<file path="config.mk">
export PLATFORM = sky130hd
export DESIGN_NAME = thermal_monitor_line
export DESIGN_NICKNAME = d
export VERILOG_FILES = /design/src/rtl/thrm_pkg.sv /design/src/rtl/thrm_scale.sv /design/src/rtl/thrm_hyst_latch.sv /design/src/rtl/thrm_channel.sv /design/src/rtl/thrm_max_merge.sv /design/src/rtl/thermal_monitor_line.sv
export SDC_FILE = /design/constraint.sdc
export NUM_CORES = 1
export LEC_CHECK = 0
export ABC_AREA = 1
export BUFFER_PORTS_ARGS = -buffer_cell sky130_fd_sc_hd__buf_2
export CORE_MARGIN = 2
export CORE_UTILIZATION = 45
export DETAILED_ROUTE_END_ITERATION = 8
export MAX_ROUTING_LAYER = met4
export PLACE_DENSITY = 0.75
export REMOVE_ABC_BUFFERS = 1
export SYNTH_ARGS = -nofsm -noshare
export SYNTH_HDL_FRONTEND = slang
export SYNTH_HIERARCHICAL = 1
export SYNTH_SLANG_ARGS = --single-unit
</file>
<file path="constraint.sdc">
create_clock -name clk -period 11.2 [get_ports clk]
set_clock_uncertainty 0.1 [all_clocks]
set_input_delay 2.24 -clock clk [delete_from_list [all_inputs] [get_ports clk]]
set_output_delay 2.24 -clock clk [all_outputs]
set_load 0.005 [all_outputs]
</file>
<file path="src/rtl/thrm_pkg.sv">
package thrm_pkg;

   typedef enum logic {
      OT_CLEAR   = 1'b0,
      OT_TRIPPED = 1'b1
   } ot_state_e;

   // Linear report value in mV before clamping.
   function automatic int lin_mv(input int t_c, input int base_mv,
                                 input int ref_c, input int gain_mv);
      return base_mv + gain_mv * (t_c - ref_c);
   endfunction

endpackage

</file>
<file path="src/rtl/thrm_scale.sv">
module thrm_scale #(
   parameter int TEMP_W  = 9,
   parameter int CODE_W  = 13,
   parameter int BASE_MV = 800,
   parameter int REF_C   = 25,
   parameter int GAIN_MV = 8
) (
   input  logic signed [TEMP_W-1:0] temp_c,
   output logic        [CODE_W-1:0] code_mv
);
   localparam int  FLOOR_MV  = BASE_MV - GAIN_MV * REF_C;
   localparam int  CODE_MAX  = (1 << CODE_W) - 1;
   localparam bit  GAIN_POW2 = (GAIN_MV > 0) && ((GAIN_MV & (GAIN_MV - 1)) == 0);
   localparam int  GAIN_SH   = (GAIN_MV > 1) ? $clog2(GAIN_MV) : 0;

   logic signed [31:0] delta;
   logic signed [31:0] prod;
   logic signed [31:0] mv;

   assign delta = 32'(temp_c) - 32'(REF_C);

   generate
      if (GAIN_POW2) begin : g_shift
         assign prod = delta <<< GAIN_SH;
      end else begin : g_mult
         assign prod = delta * 32'(GAIN_MV);
      end
   endgenerate

   always_comb begin
      mv = 32'(BASE_MV) + prod;
      if (mv < 32'(FLOOR_MV)) begin
         mv = 32'(FLOOR_MV);
      end else if (mv > 32'(CODE_MAX)) begin
         mv = 32'(CODE_MAX);
      end
      code_mv = mv[CODE_W-1:0];
   end

endmodule

</file>
<file path="src/rtl/thrm_hyst_latch.sv">
module thrm_hyst_latch
   import thrm_pkg::*;
#(
   parameter int TEMP_W = 9,
   parameter int TRIP_C = 150,
   parameter int HYST_C = 20
) (
   input  logic                     clk,
   input  logic                     rst_n,
   input  logic                     smp_vld,
   input  logic signed [TEMP_W-1:0] temp_c,
   output logic                     trip_nxt,
   output logic                     tripped
);
   localparam int CLR_C = TRIP_C - HYST_C;

   ot_state_e st_q, st_d;
   logic      hot, cool;

   assign hot  = 32'(temp_c) >= 32'(TRIP_C);
   assign cool = 32'(temp_c) <= 32'(CLR_C);

   always_comb begin
      st_d = st_q;
      if (smp_vld) begin
         unique case (st_q)
            OT_CLEAR:   if (hot)  st_d = OT_TRIPPED;
            OT_TRIPPED: if (cool) st_d = OT_CLEAR;
            default:    st_d = OT_CLEAR;
         endcase
      end
   end

   always_ff @(posedge clk or negedge rst_n) begin
      if (!rst_n) st_q <= OT_CLEAR;
      else        st_q <= st_d;
   end

   assign trip_nxt = (st_d == OT_TRIPPED);
   assign tripped  = (st_q == OT_TRIPPED);

   // a hot sample leaves the latch set
   p_set_on_hot_r3: assert property (@(posedge clk) disable iff (!rst_n)
      (smp_vld && hot) |=> tripped);
   // a sample in the release zone leaves the latch clear
   p_clear_on_cool_r5: assert property (@(posedge clk) disable iff (!rst_n)
      (smp_vld && cool) |=> !tripped);
   // inside the band a set latch stays set
   p_band_hold_r4: assert property (@(posedge clk) disable iff (!rst_n)
      (smp_vld && tripped && !cool) |=> tripped);

endmodule

</file>
<file path="src/rtl/thrm_channel.sv">
module thrm_channel #(
   parameter int TEMP_W  = 9,
   parameter int CODE_W  = 13,
   parameter int BASE_MV = 800,
   parameter int REF_C   = 25,
   parameter int GAIN_MV = 8,
   parameter int TRIP_C  = 150,
   parameter int HYST_C  = 20,
   parameter int FULL_MV = 5000
) (
   input  logic                     clk,
   input  logic                     rst_n,
   input  logic                     smp_vld,
   input  logic signed [TEMP_W-1:0] temp_c,
   output logic        [CODE_W-1:0] code_q,
   output logic                     flag_q
);
   localparam int FLOOR_MV = BASE_MV - GAIN_MV * REF_C;
   localparam int TOP_LIN  = BASE_MV + GAIN_MV * (TRIP_C - 1 - REF_C);

   logic [CODE_W-1:0] lin_code;
   logic              trip_nxt;

   thrm_scale #(
      .TEMP_W (TEMP_W),
      .CODE_W (CODE_W),
      .BASE_MV(BASE_MV),
      .REF_C  (REF_C),
      .GAIN_MV(GAIN_MV)
   ) u_scale (
      .temp_c (temp_c),
      .code_mv(lin_code)
   );

   thrm_hyst_latch #(
      .TEMP_W(TEMP_W),
      .TRIP_C(TRIP_C),
      .HYST_C(HYST_C)
   ) u_latch (
      .clk     (clk),
      .rst_n   (rst_n),
      .smp_vld (smp_vld),
      .temp_c  (temp_c),
      .trip_nxt(trip_nxt),
      .tripped (flag_q)
   );

   always_ff @(posedge clk or negedge rst_n) begin
      if (!rst_n) begin
         code_q <= CODE_W'(FLOOR_MV);
      end else if (smp_vld) begin
         code_q <= trip_nxt ? CODE_W'(FULL_MV) : lin_code;
      end
   end

   // the flag and the full-scale code always appear together
   p_flag_forces_full_r3: assert property (@(posedge clk) disable iff (!rst_n)
      flag_q |-> (code_q == CODE_W'(FULL_MV)));
   // a clear flag keeps the code inside the linear range
   p_linear_range_r1: assert property (@(posedge clk) disable iff (!rst_n)
      !flag_q |-> (code_q >= CODE_W'(FLOOR_MV) && code_q <= CODE_W'(TOP_LIN)));
   // without a strobe the channel holds its state
   p_hold_idle_r7: assert property (@(posedge clk) disable iff (!rst_n)
      !smp_vld |=> ($stable(code_q) && $stable(flag_q)));

endmodule

</file>
<file path="src/rtl/thrm_max_merge.sv">
module thrm_max_merge #(
   parameter int N_IN   = 4,
   parameter int CODE_W = 13
) (
   input  logic              clk,
   input  logic              rst_n,
   input  logic [N_IN*CODE_W-1:0] codes,
   output logic [CODE_W-1:0] line_max
);
   logic [CODE_W-1:0] run [N_IN];

   generate
      for (genvar i = 0; i < N_IN; i++) begin : g_stage
         if (i == 0) begin : g_first
            assign run[i] = codes[0 +: CODE_W];
         end else begin : g_next
            assign run[i] = (codes[i*CODE_W +: CODE_W] > run[i-1])
                            ? codes[i*CODE_W +: CODE_W] : run[i-1];
         end
         // the shared line is never below any of its drivers
         p_line_ge_r8: assert property (@(posedge clk) disable iff (!rst_n)
            line_max >= codes[i*CODE_W +: CODE_W]);
      end
   endgenerate

   assign line_max = run[N_IN-1];

endmodule

</file>
<file path="src/rtl/thermal_monitor_line.sv">
module thermal_monitor_line #(
   parameter int N_MON   = 4,
   parameter int TEMP_W  = 9,
   parameter int CODE_W  = 13,
   parameter int BASE_MV = 800,
   parameter int REF_C   = 25,
   parameter int GAIN_MV = 8,
   parameter int TRIP_C  = 150,
   parameter int HYST_C  = 20,
   parameter int FULL_MV = 5000
) (
   input  logic                      clk,
   input  logic                      rst_n,
   input  logic [N_MON-1:0]          smp_vld,
   input  logic [N_MON*TEMP_W-1:0]   smp_temp,
   output logic [N_MON*CODE_W-1:0]   mon_code,
   output logic [N_MON-1:0]          ot_flag,
   output logic [CODE_W-1:0]         line_code
);
   localparam int FLOOR_MV = BASE_MV - GAIN_MV * REF_C;
   localparam int TRIP_MV  = BASE_MV + GAIN_MV * (TRIP_C - REF_C);

   generate
      if (N_MON < 1) begin : g_bad_n
         $error("N_MON must be at least 1");
      end
      if (FLOOR_MV < 0) begin : g_bad_floor
         $error("floor code would be negative");
      end
      if (HYST_C < 1 || HYST_C > TRIP_C) begin : g_bad_hyst
         $error("HYST_C out of range");
      end
      if (TRIP_C >= (1 << (TEMP_W - 1))) begin : g_bad_trip
         $error("TRIP_C not representable in TEMP_W");
      end
      if (FULL_MV >= (1 << CODE_W) || FULL_MV <= TRIP_MV) begin : g_bad_full
         $error("FULL_MV must exceed the linear range and fit CODE_W");
      end
   endgenerate

   generate
      for (genvar c = 0; c < N_MON; c++) begin : g_ch
         thrm_channel #(
            .TEMP_W (TEMP_W),
            .CODE_W (CODE_W),
            .BASE_MV(BASE_MV),
            .REF_C  (REF_C),
            .GAIN_MV(GAIN_MV),
            .TRIP_C (TRIP_C),
            .HYST_C (HYST_C),
            .FULL_MV(FULL_MV)
         ) u_ch (
            .clk    (clk),
            .rst_n  (rst_n),
            .smp_vld(smp_vld[c]),
            .temp_c (smp_temp[c*TEMP_W +: TEMP_W]),
            .code_q (mon_code[c*CODE_W +: CODE_W]),
            .flag_q (ot_flag[c])
         );
      end
   endgenerate

   thrm_max_merge #(
      .N_IN  (N_MON),
      .CODE_W(CODE_W)
   ) u_merge (
      .clk     (clk),
      .rst_n   (rst_n),
      .codes   (mon_code),
      .line_max(line_code)
   );

   // the line never reads below the floor code
   p_line_floor_r9: assert property (@(posedge clk) disable iff (!rst_n)
      line_code >= CODE_W'(FLOOR_MV));
   // any raised flag drives the line to full scale
   p_flag_on_line_r8: assert property (@(posedge clk) disable iff (!rst_n)
      (|ot_flag) |-> (line_code == CODE_W'(FULL_MV)));

endmodule

</file>
# [Word level (Yosys, flattened, before mapping)]
# Cells that the tools add are included.
[totals] word_cells=70 inputBits=42 reg_bits=56 out_inout_bits=69
[classes] bitwise=4 n_addsub=8 n_mux=31 magnitude_cmp=19
[op_table] cell="$mux 13" count=15
[op_table] cell="$add 11x13->14 const A" count=4
[op_table] cell="$gt 14x14->1 const B" count=4
[op_table] cell="$lt 14x11->1 const B" count=4
[op_table] cell="$sub 9x6->10 const B" count=4
[op_table] cell="$gt 13x13->1" count=3
[op_table] cell="$ge 9x9->1 const B" count=4
[op_table] cell="$le 9x9->1 const B" count=4
[op_table] cell="$mux 1" count=12
[op_table] cell="$pmux 1 s2" count=4
[op_table] cell="$not 1->1" count=4

# [Depth between registers and ports, before layout]
# Gate-level depths: netlist of run 1.
[depth] ltp_word=6 mapped_depth=38 ltp_nobuf=35

# [Cells and area by module]
# The synthesis of run 1 kept the hierarchy.
[by_module_without_submodules] mod="thrm_scale" area_per_inst_um2=538.0 cells_per_inst=101 instances=4 seq_area_each_um2=0.0
[by_module_without_submodules] mod="thrm_channel" area_per_inst_um2=519.2 cells_per_inst=56 instances=4 seq_area_each_um2=330.3
[by_module_without_submodules] mod="thrm_max_merge" area_per_inst_um2=1925.6 cells_per_inst=308 instances=1 seq_area_each_um2=0.0
[by_module_without_submodules] mod="thrm_hyst_latch" area_per_inst_um2=101.3 cells_per_inst=20 instances=4 seq_area_each_um2=25.0

# [Least setup slack after synthesis of run 1]
# Ideal clock, no wire load.
[synth_timing] kind="reg2out" from="register g_ch[0].u_ch.code_q[6]" to="output port line_code[10]" arrival_ps=4048 path_buffers=3 path_stages_with_launch=37 required_ps=8860 setup_slack_ps=4812 cell_sequence="dfstp_2 > inv_1 > ha_1 > nand2_1 > nand2_1 > nand2_1 > nand2_1 > a21oi_2 > nand2_4 > nand2_4 > buf_12 > nand2_4 > nand2_1 > inv_1 > ha_1 > nand2_1 > inv_1 > nand2_1 > a21oi_1 > nor2_1 > nand2_2 > nand2_2 > inv_2 > buf_2 > nand2_1 > nand2_1 > ha_1 > a21oi_1 > nor2_1 > nor2_1 > nand3_1 > nand2b_2 > nand2_2 > inv_1 > buf_2 > nand2_1 > nand2_2"
[synth_between] elab_chain_len=6
[synth_rtl] element="from (decl)" line="thrm_channel.sv:15" text="output logic [CODE_W-1:0] code_q,"
[synth_rtl] element="from (signal assigned)" line="thrm_channel.sv:50" text="code_q <= CODE_W'(FLOOR_MV);"
[synth_rtl] element="from (signal assigned)" line="thrm_channel.sv:52" text="code_q <= trip_nxt ? CODE_W'(FULL_MV) : lin_code;"
[synth_rtl] element="$gt 13x13->1" line="thrm_max_merge.sv:17" text="assign run[i] = (codes[i*CODE_W +: CODE_W] > run[i-1])"
[synth_rtl] element="$mux 13 *" line="thrm_max_merge.sv:18" text="? codes[i*CODE_W +: CODE_W] : run[i-1];"
[synth_rtl] element="$gt 13x13->1" line="thrm_max_merge.sv:17"
[synth_rtl] element="$mux 13 *" line="thrm_max_merge.sv:18"
[synth_rtl] element="$gt 13x13->1" line="thrm_max_merge.sv:17"
[synth_rtl] element="$mux 13 *" line="thrm_max_merge.sv:18"
[synth_rtl] element="to (decl)" line="thermal_monitor_line.sv:18" text="output logic [CODE_W-1:0] line_code"
# Mark *: on every way between the ends. The rest lies on a longest branch, timed or not.

# [Worst setup path in the final report of run 1]
[layout_timing] from="register g_ch[0].u_ch.code_q[4]" to="output port line_code[3]"
# The elaborated chain is that of the path after synthesis.

==> results_dict.tcl, run 1 <==
set metrics [dict create \
    ioPinCount 111 \
    placed_cells 1292 \
    die_area_um2 15600 \
    critPathCaptureType "output port" \
    cts_tree "done" \
    worst_hold_path_type "register to register" \
    viasPerCell 4.84 \
    whs_ps 399 \
    critPathLaunch "g_ch[0].u_ch/code_q[4]" \
    cpLargestDelayFamily "simple AND/OR/NAND/NOR gates" \
    hpwlAfterDp_mm 13.0 \
    leakage_nw 4.36 \
    r2r-end "g_ch[0].u_ch/code_q[11]" \
    yosys.area_share.simple_pct 51.4 \
    clock.fmax_mhz 125 \
    synthMuxAreaShare_pct 0 \
    hold_viol 0 \
    layout-drive-gt1-share_pct 27.2 \
    nets 1204 \
    grt_pass1_wl_mm 27.0 \
    endpoint "line_code[3]" \
    die_h_um 125 \
    start_util_pct 45.7 \
    cts_hold_buf 0 \
    synthArstFlopShare_pct 100 \
    r2r_slack_ps 9720 \
    synth.area.top_cells "nand2_1 (21%), dfrtp_1 (15%), ha_1 (9.0%)" \
    rows 44 \
    overflow 0 \
    synth_top_family_by_area "simple AND/OR/NAND/NOR gates" \
    synthTopCellsByCount "nand2_1 (365), inv_1 (141), nand3_1 (116)" \
    setup_tns_ps 0 \
    cp_max_fo 13 \
    ys_seq_area_share_pct 21.7 \
    numCtsBuffers 5 \
    worst_slack_ps 3220 \
    synthCells 1016 \
    syn_avg_cell_area_um2 6.46 \
    relSlewSlack_pct 51.5 \
    cp_common_cell "nand2_1" \
    groute.usage.overall_pct 21.1 \
    drtIter0Drc 402 \
    critPathRequiredTime_ps 8860 \
    synth-edff-count 0 \
    start_kind "register" \
    gp_congestion 0.922 \
    synth_top_area_share_pct 20.9 \
    fin_crit_ps 7980 \
    grt_max_degree 57 \
    rsz0062_at_grt "false" \
    cts-resized-gates 0 \
    via_count 6295 \
    synth_adder_area_share_pct 8.96 \
    path_depth 33 \
    cts-root-buf "clkbuf_16" \
    first_global_vias 5769 \
    cap_violations 0 \
    worstMarginPinSlew_ps 728 \
    antennaDiodeCount 0 \
    p_per_area_nw_per_um2 176 \
    synth.distinct_cells 37 \
    drt-total-wl_mm 15.7 \
    layout_worst_path_cycle_share_pct 71.2 \
    drc 0 \
    yosysMostFrequentCell "nand2_1" \
    cts_setup_buffers 0 \
    core_um2 14400 \
    synth-main-ff-cell "dfrtp_1" \
    status "completed" \
    path_buf_inv 8 \
    slowest_stage "dfstp_2" \
    synth_compound_area_share_pct 3.99 \
    detail-route-antenna-nets 0 \
    synth_xor_area_share_pct 0.992 \
    syn2layout_area_growth_pct 11.2 \
    dp_slack_ps 3650 \
    worstReg2RegStart "g_ch[0].u_ch/u_latch/tripped" \
    finalMaxSlewViolations 0 \
    setup_violations 0 \
    htreeDepth 2 \
    clk_pin_slew_ps 70 \
    final_cells 1300 \
    port_buffers 110 \
    syn_area_um2 6560 \
    cp.arrival_ps 5640 \
    peakVddDrop_mv 0.0899 \
    wire_per_inst_um 12.1 \
    r2r_cells 9 \
    synth_top_area_cell "nand2_1" \
    ys_warn_count 6 \
    cts_max_path_buffers 2 \
    clk_latency_ps 290 \
    first_pass_iters 4 \
    antenna_found_initial 0 \
    cp_slowest_stage_delay_ps 590 \
    numClockSinks 56 \
    dieWidth_um 125 \
    crit_type "register to output port" \
    synth-seq-cells 56 \
]
-- power breakdown --
group	internal (mW)	total, mW	switching (mW)
combinational	0.313	0.839	0.526
clock	0.0895	0.160	0.0704
sequential	0.238	0.283	0.0443
-- layer usage --
| layer | track usage, % | share of wire [%] |
|---|---|---|
| met3 | 3.22 | 4.7 |
| met1 | 28.4 | 48 |
| met5 | - | 0 |
| met4 | 3.44 | 0.98 |
| met2 | 34.3 | 46 |
-- flip-flops by register name, indices dropped and copies added, names as in the netlist --
register	cells
g_ch.u_ch/code_q	52
g_ch.u_ch/u_latch/tripped	4
-- layout by cell type (no fill, tap or decap), types with 4 or more instances in the layout --
master     instances
o21ai_0           25
ha_1              47
inv_1            141
nor2_1            25
clkinv_2           8
nor3_1             5
nand3_2           28
nand2_4           25
dfrtp_1           40
buf_2            110
clkbuf_16          5
o21ai_1            4
nand2_1          365
nor3b_1            5
xor2_2             4
or2_2              5
nand3_1          116
conb_1            12
nor2_2            26
inv_2              9
nand2_2           55
dfstp_2           16
a21oi_1           20
nand3_4            5
-- tightest hold or removal path: stages, from the launching register on --
cell and delay [ps]:
dfstp_2 390, nand2_1 60, nand2_1 50
-- logic make-up after synthesis --
family,Yosys count
simple gates,669
buf+inv,185
other cells,4
flops,56
fa+ha+maj,47
xor+xnor,4
compound gates,51
-- area by class of cell --
| type | count | area, um^2 |
|---|---|---|
| Clock buffer | 8 | 146 |
| Multi-Input combinational cell | 783 | 4330 |
| Tap cell | 184 | 230 |
| Fill cell | 1531 | 7080 |
| Timing Repair Buffer | 111 | 558 |
| Sequential cell | 56 | 1420 |
| Inverter | 158 | 603 |
-- how the worst min path moves through the flow --
stage / startpoint / endpoint / cells past startpoint
floorplan: g_ch[1].u_ch/code_q[3] / g_ch[1].u_ch/code_q[3] / 2
global placement: g_ch[3].u_ch/code_q[9] / g_ch[3].u_ch/code_q[9] / 2
detailed placement: g_ch[3].u_ch/code_q[6] / g_ch[3].u_ch/code_q[6] / 2
CTS: g_ch[2].u_ch/code_q[6] / g_ch[2].u_ch/code_q[6] / 2
global route: g_ch[2].u_ch/code_q[9] / g_ch[2].u_ch/code_q[9] / 2
finish: g_ch[3].u_ch/code_q[6] / g_ch[3].u_ch/code_q[6] / 2
-- stage by stage --
stage               utilization, %  power [mW]  area, um^2
floorplan                        -       0.856        6360
global placement              49.7        1.11        7150
detailed placement            49.7        1.12        7150
finish                        50.7        1.28        7290
CTS                           50.7        1.29        7290
global route                  50.7        1.41        7290
Power figures use the tool's default switching activity.
==> run 2: changes to the inputs <==
ABC_AREA = 0   (was 1)
clock period = 7.9 ns   (was 11.2 ns; I/O delays follow)
==> run 2 against run 1 <==
  * Synthesized cell count is 22% lower
  * Synthesized area is 2.6% higher
  * Critical endpoint is now line_code[8]
  * Worst setup slack worse by 3100 ps
  * Wire length is 7.8% higher
  * Combinational power is 36% higher
==> results_dict.tcl, run 2 <==
set metrics [dict create \
    p_total_mw 1.81 \
    start_util_pct 46.1 \
    syn_area_um2 6730 \
    fillCellCount 1402 \
    synthTopCellsByCount "inv_1 (86), nor2_1 (52), ha_1 (47)" \
    multi_input_area_um2 4610 \
    critPathCaptureType "output port" \
    core_um2 14600 \
    viasPerCell 5.65 \
    port_buffers 110 \
    slowest_stage "dfstp_2" \
    leakage_nw 3.36 \
    cts_max_path_buffers 2 \
    cp_slowest_stage_delay_ps 610 \
    nets 966 \
    placed_cells 1044 \
    first_pass_iters 5 \
    synth.distinct_cells 70 \
    die_h_um 126 \
    detail-route-antenna-nets 0 \
    synth-edff-count 0 \
    mostFrequentLayoutCells "buf_2 (110), inv_1 (86), nor2_1 (52)" \
    synth.area.top_cells "dfrtp_1 (15%), ha_1 (8.7%), dfstp_2 (6.2%)" \
    antennaDiodeCount 0 \
    drc 0 \
    start_kind "register" \
    worstMarginPinSlew_ps 873 \
    htreeDepth 2 \
    syn2layout_area_growth_pct 11.2 \
    numCtsBuffers 5 \
    first_global_vias 5529 \
    cap_violations 0 \
    die_area_um2 16000 \
    synth_top_area_share_pct 14.9 \
    clk_latency_ps 300 \
    yosysMostFrequentCell "inv_1" \
    hpwlAfterDp_mm 12.7 \
    ys_warn_count 6 \
    synth_top_area_cell "dfrtp_1" \
    ioPinCount 111 \
    worst_hold_path_type "register to register" \
    status "completed" \
    cp_max_fo 7 \
    regArea_um2 1420 \
    layout_commonest_cell "buf_2" \
    ys_seq_area_share_pct 21.1 \
    groute.usage.overall_pct 21.3 \
    overflow 0 \
    drtIter0Drc 418 \
    via_count 6004 \
    gp_congestion 0.934 \
    numClockSinks 56 \
    wire_per_inst_um 16.0 \
    synth-main-ff-cell "dfrtp_1" \
    drt-total-wl_mm 17.0 \
    cts-root-buf "clkbuf_16" \
    final_cells 1062 \
    layout_worst_path_cycle_share_pct 98.2 \
    clock.fmax_mhz 129 \
    critPathRequiredTime_ps 6220 \
    crit_type "register to output port" \
    hold_viol 0 \
    synthCells 789 \
    cp_common_cell "ha_1" \
    grt_max_degree 57 \
    layout-drive-gt1-share_pct 31.7 \
    cp.arrival_ps 6070 \
    synth-seq-cells 56 \
    largest_register_ffs 52 \
    peakVddDrop_mv 0.172 \
    cts_tree "done" \
    syn_avg_cell_area_um2 8.53 \
    synthArstFlopShare_pct 100 \
    grt_pass1_wl_mm 27.6 \
    finalMaxSlewViolations 0 \
    relSlewSlack_pct 41.8 \
    clk_pin_slew_ps 80 \
    cts_hold_buf 0 \
    dieWidth_um 126 \
    rows 44 \
    regMostFlops "g_ch.u_ch/code_q" \
    p_per_area_nw_per_um2 242 \
    antenna_found_initial 0 \
    setup_violations 0 \
    fin_crit_ps 7750 \
]
## run 2: worst paths after layout
path,start,to,slack [ps],depth (start not counted)
setup / recovery,g_ch[0].u_ch/code_q[9],line_code[8],150,25
hold / removal,g_ch[0].u_ch/code_q[4],g_ch[0].u_ch/code_q[4],380,2
setup reg to reg,g_ch[2].u_ch/u_latch/tripped,g_ch[2].u_ch/code_q[11],6030,6
hold reg to reg,g_ch[0].u_ch/code_q[4],g_ch[0].u_ch/code_q[4],380,2
max in group asynchronous,rst_n,g_ch[1].u_ch/code_q[7],5900,2
min in group asynchronous,rst_n,g_ch[2].u_ch/code_q[10],1320,2
## run 2: per-stage QoR
| step | cell area [um^2] | setup slack (ps) | TNS [ps] | hold WS (ps) | utilization, % |
|---|---|---|---|---|---|
| floorplan | 6250 | -0.450 | -0.450 | 365 | - |
| global placement | 7130 | 497 | 0 | 372 | 48.9 |
| detailed placement | 7130 | 417 | 0 | 373 | 48.9 |
| CTS | 7310 | 51.4 | 0 | 385 | 50.1 |
| global route | 7490 | -75.3 | -557 | 419 | 51.3 |
| finish | 7490 | 145 | 0 | 382 | 51.3 |
## run 2: layer usage
layer  vias up  global-route usage (%)  share of wire, %  routed length (um)
li1       3015                       -                 -                   -
met3        25                    3.04               4.8                 807
met2       154                    33.2                46                7870
met5         -                       -                 0                   0
met4         0                    5.82               2.0                 340
met1      2810                    29.3                47                7970
## run 2: report_power, final
group | switching [mW] | total, mW | internal, mW
Clock | 0.108 | 0.267 | 0.159
Combinational | 0.613 | 1.14 | 0.526
Sequential | 0.0695 | 0.405 | 0.336
Total | 0.791 | 1.81 | 1.02
## run 2: final cells by class
| class | count | area share, % |
|---|---|---|
| well taps | 184 | 3.07 |
| clock inverters | 2 | 0.518 |
| multi-input cells | 597 | 61.6 |
| inverters | 86 | 4.31 |
| clock buffers | 6 | 1.85 |
| repair buffers | 131 | 9.71 |
| flip-flops and latches | 56 | 19.0 |
## run 2: what timing repair did
item,in CTS,in global routing
resized for setup,0,17
setup buffers,0,9
endpoints found under the setup margin,0,13
## run 2: critical path: cells and delay by family, from the launching register on
kind	cells	cell delay (ps)
compound gates	9	2130
fa+ha+maj	3	890
buf+inv	5	790
flops	1	610
mux	1	320
simple gates	7	1030
## run 2: cell families (layout without fill, tap and decap cells)
family | count (synthesis) | in the layout | share of synthesized area, %
compound gates | 231 | 232 | 27.2
xor+xnor | 24 | 24 | 3.57
fa+ha+maj | 47 | 47 | 8.73
buf+inv | 145 | 225 | 12.4
flops | 56 | 56 | 21.1
mux | 14 | 14 | 2.66
other cells | 4 | 12 | 0.223
simple gates | 268 | 268 | 24.1
==> run 3: changes to the inputs <==
--- a/constraint.sdc
+++ b/constraint.sdc
@@ -4,2 +4,2 @@
 set_output_delay 1.58 -clock clk [all_outputs]
-set_load 0.005 [all_outputs]
+set_load 0.05 [all_outputs]
==> run 3 against run 2 <==
  * Core utilization increased by 1.5 points
  * Via count is 0.20% higher
  * Register-to-register slack better by 180 ps
  * Maximum frequency rose by 0.80%
  * Combinational power grew 42%
  * Sequential share of layout area down 0.55 points
  * Non-clock buffer count up 12
  * Wire length up 1.1%
  * Sequential power about the same
  * Largest cell class unchanged
==> results_dict.tcl, run 3 (synthesis gave the netlist of run 2 again) <==
set metrics [dict create \
    p_total_mw 2.29 \
    cp_max_fo 8 \
    p_per_area_nw_per_um2 297 \
    port_buffers 110 \
    whs_ps 392 \
    nets 977 \
    layout_commonest_cell "buf_2" \
    clk_latency_ps 300 \
    relSlewSlack_pct 50.6 \
    core_um2 14600 \
    layout-drive-gt1-share_pct 32.7 \
    critPathCaptureType "output port" \
    regMostFlops "g_ch.u_ch/code_q" \
    crit_type "register to output port" \
    clk_pin_slew_ps 70 \
    grt_max_degree 57 \
    finalMaxSlewViolations 0 \
    die_area_um2 16000 \
    syn2layout_area_growth_pct 14.6 \
    drtIter0Drc 311 \
    grt_pass1_wl_mm 27.4 \
    dp_slack_ps 141 \
    status "completed" \
    antennaDiodeCount 0 \
    mostFrequentLayoutCells "buf_2 (99), inv_1 (86), nor2_1 (52)" \
    cts-root-buf "clkbuf_16" \
    clock.fmax_mhz 130 \
    numCtsBuffers 5 \
    first_global_vias 5387 \
    die_h_um 126 \
    worst_slack_ps 207 \
    hpwlAfterDp_mm 12.8 \
    via_count 6016 \
    ioPinCount 111 \
    start_kind "register" \
    viasPerCell 5.61 \
    numClockSinks 56 \
    drc 0 \
    detail-route-antenna-nets 0 \
    antenna_found_initial 0 \
    cts_max_path_buffers 2 \
    gp_congestion 0.917 \
    critPathRequiredTime_ps 6220 \
    placed_cells 1047 \
    setup_tns_ps 0 \
    cap_violations 0 \
    hold_viol 0 \
    cp.arrival_ps 6010 \
    fin_crit_ps 7690 \
    fillCellCount 1377 \
    first_pass_iters 5 \
    leakage_nw 3.45 \
    dieWidth_um 126 \
    layout_worst_path_cycle_share_pct 97.4 \
    start_util_pct 46.1 \
    htreeDepth 2 \
    cts_hold_buf 0 \
    wire_per_inst_um 16.0 \
    peakVddDrop_mv 0.225 \
    groute.usage.overall_pct 21.6 \
    worstMarginPinSlew_ps 741 \
    largest_register_ffs 52 \
    rows 44 \
    cts_tree "done" \
    overflow 0 \
    drt-total-wl_mm 17.2 \
    final_cells 1073 \
    worst_hold_path_type "register to register" \
    setup_violations 0 \
]
==> run 3: changes by cell type in the layout (fill, tap and decap cells not counted), moves of 2 or more <==
cell | previous run | this run
mux2i_2 | 6 | 1
buf_6 | 3 | 5
mux2i_4 | 4 | 10
buf_2 | 110 | 99
ha_4 | 0 | 2
clkbuf_4 | 0 | 2
ha_1 | 47 | 45
buf_4 | 17 | 36
==> run 3: repair_timing <==
item                       in CTS  in global routing
pin swaps                       1                  6
buffers inserted                3                 14
cloned                          0                  1
setup endpoints to repair      13                 13
gates resized for setup         5                 44
==> run 3: worst max-delay path: stages, from the launching register on <==
cell and delay (ps):
dfstp_2 570, inv_1 50, ha_1 310, and3_1 210, o21ai_0 120, a31o_1 230, a21oi_4 210, buf_6 150
mux2i_4 330, ha_4 260, and4_1 200, nor3b_2 170, a221o_1 410, o21ai_4 150, buf_4 160, buf_4 150
nor2_1 40, a21o_1 160, ha_1 290, nand4_1 170, nor2_1 160, o21ai_1 110, a21oi_2 330, buf_6 200
nor3_1 60, a221oi_2 250, buf_4 260
==> run 3: power by group <==
group	switching (mW)	leakage (nW)	internal, mW
Clock	0.106	0.0901	0.167
Sequential	0.0678	0.668	0.336
Combinational	1.01	2.69	0.606
Total	1.18	3.45	1.11
==> run 3: routing by layer <==
metal	wire length, um	part of all wire, %	vias up	global-route usage (%)
met5	0	0	-	-
met4	383	2.2	0	5.62
met3	847	4.9	25	3.80
met2	7840	46	141	33.2
met1	8100	47	2819	29.6
li1	-	-	3031	-
==> run 3: area by class of cell <==
class	count	area, um^2	area share (%)
Tap cell	184	230	2.99
Clock inverter	1	30.0	0.389
Timing Repair Buffer	143	852	11.0
Inverter	86	323	4.19
Sequential cell	56	1420	18.4
Clock buffer	7	153	1.98
Multi-Input combinational cell	596	4700	61.0
==> run 3: metrics by stage <==
| stage | instance area (um^2) | util (%) |
|---|---|---|
| floorplan | 6250 | - |
| global placement | 7150 | 49.0 |
| detailed placement | 7150 | 49.0 |
| CTS | 7380 | 50.6 |
| global route | 7710 | 52.9 |
| finish | 7710 | 52.9 |
==> run 3: worst paths after layout <==
path / startpoint / depth (start not counted) / endpoint / slack [ps]
worst min-delay path: g_ch[0].u_ch/code_q[6] / 2 / g_ch[0].u_ch/code_q[6] / 390
min in group asynchronous: rst_n / 2 / g_ch[2].u_ch/code_q[8] / 1330
max in group asynchronous: rst_n / 2 / g_ch[1].u_ch/code_q[0] / 5890
worst max-delay path: g_ch[0].u_ch/code_q[4] / 26 / line_code[10] / 210
worst min register to register: g_ch[0].u_ch/code_q[6] / 2 / g_ch[0].u_ch/code_q[6] / 390
worst max register to register: g_ch[1].u_ch/u_latch/tripped / 6 / g_ch[1].u_ch/code_q[12] / 6210
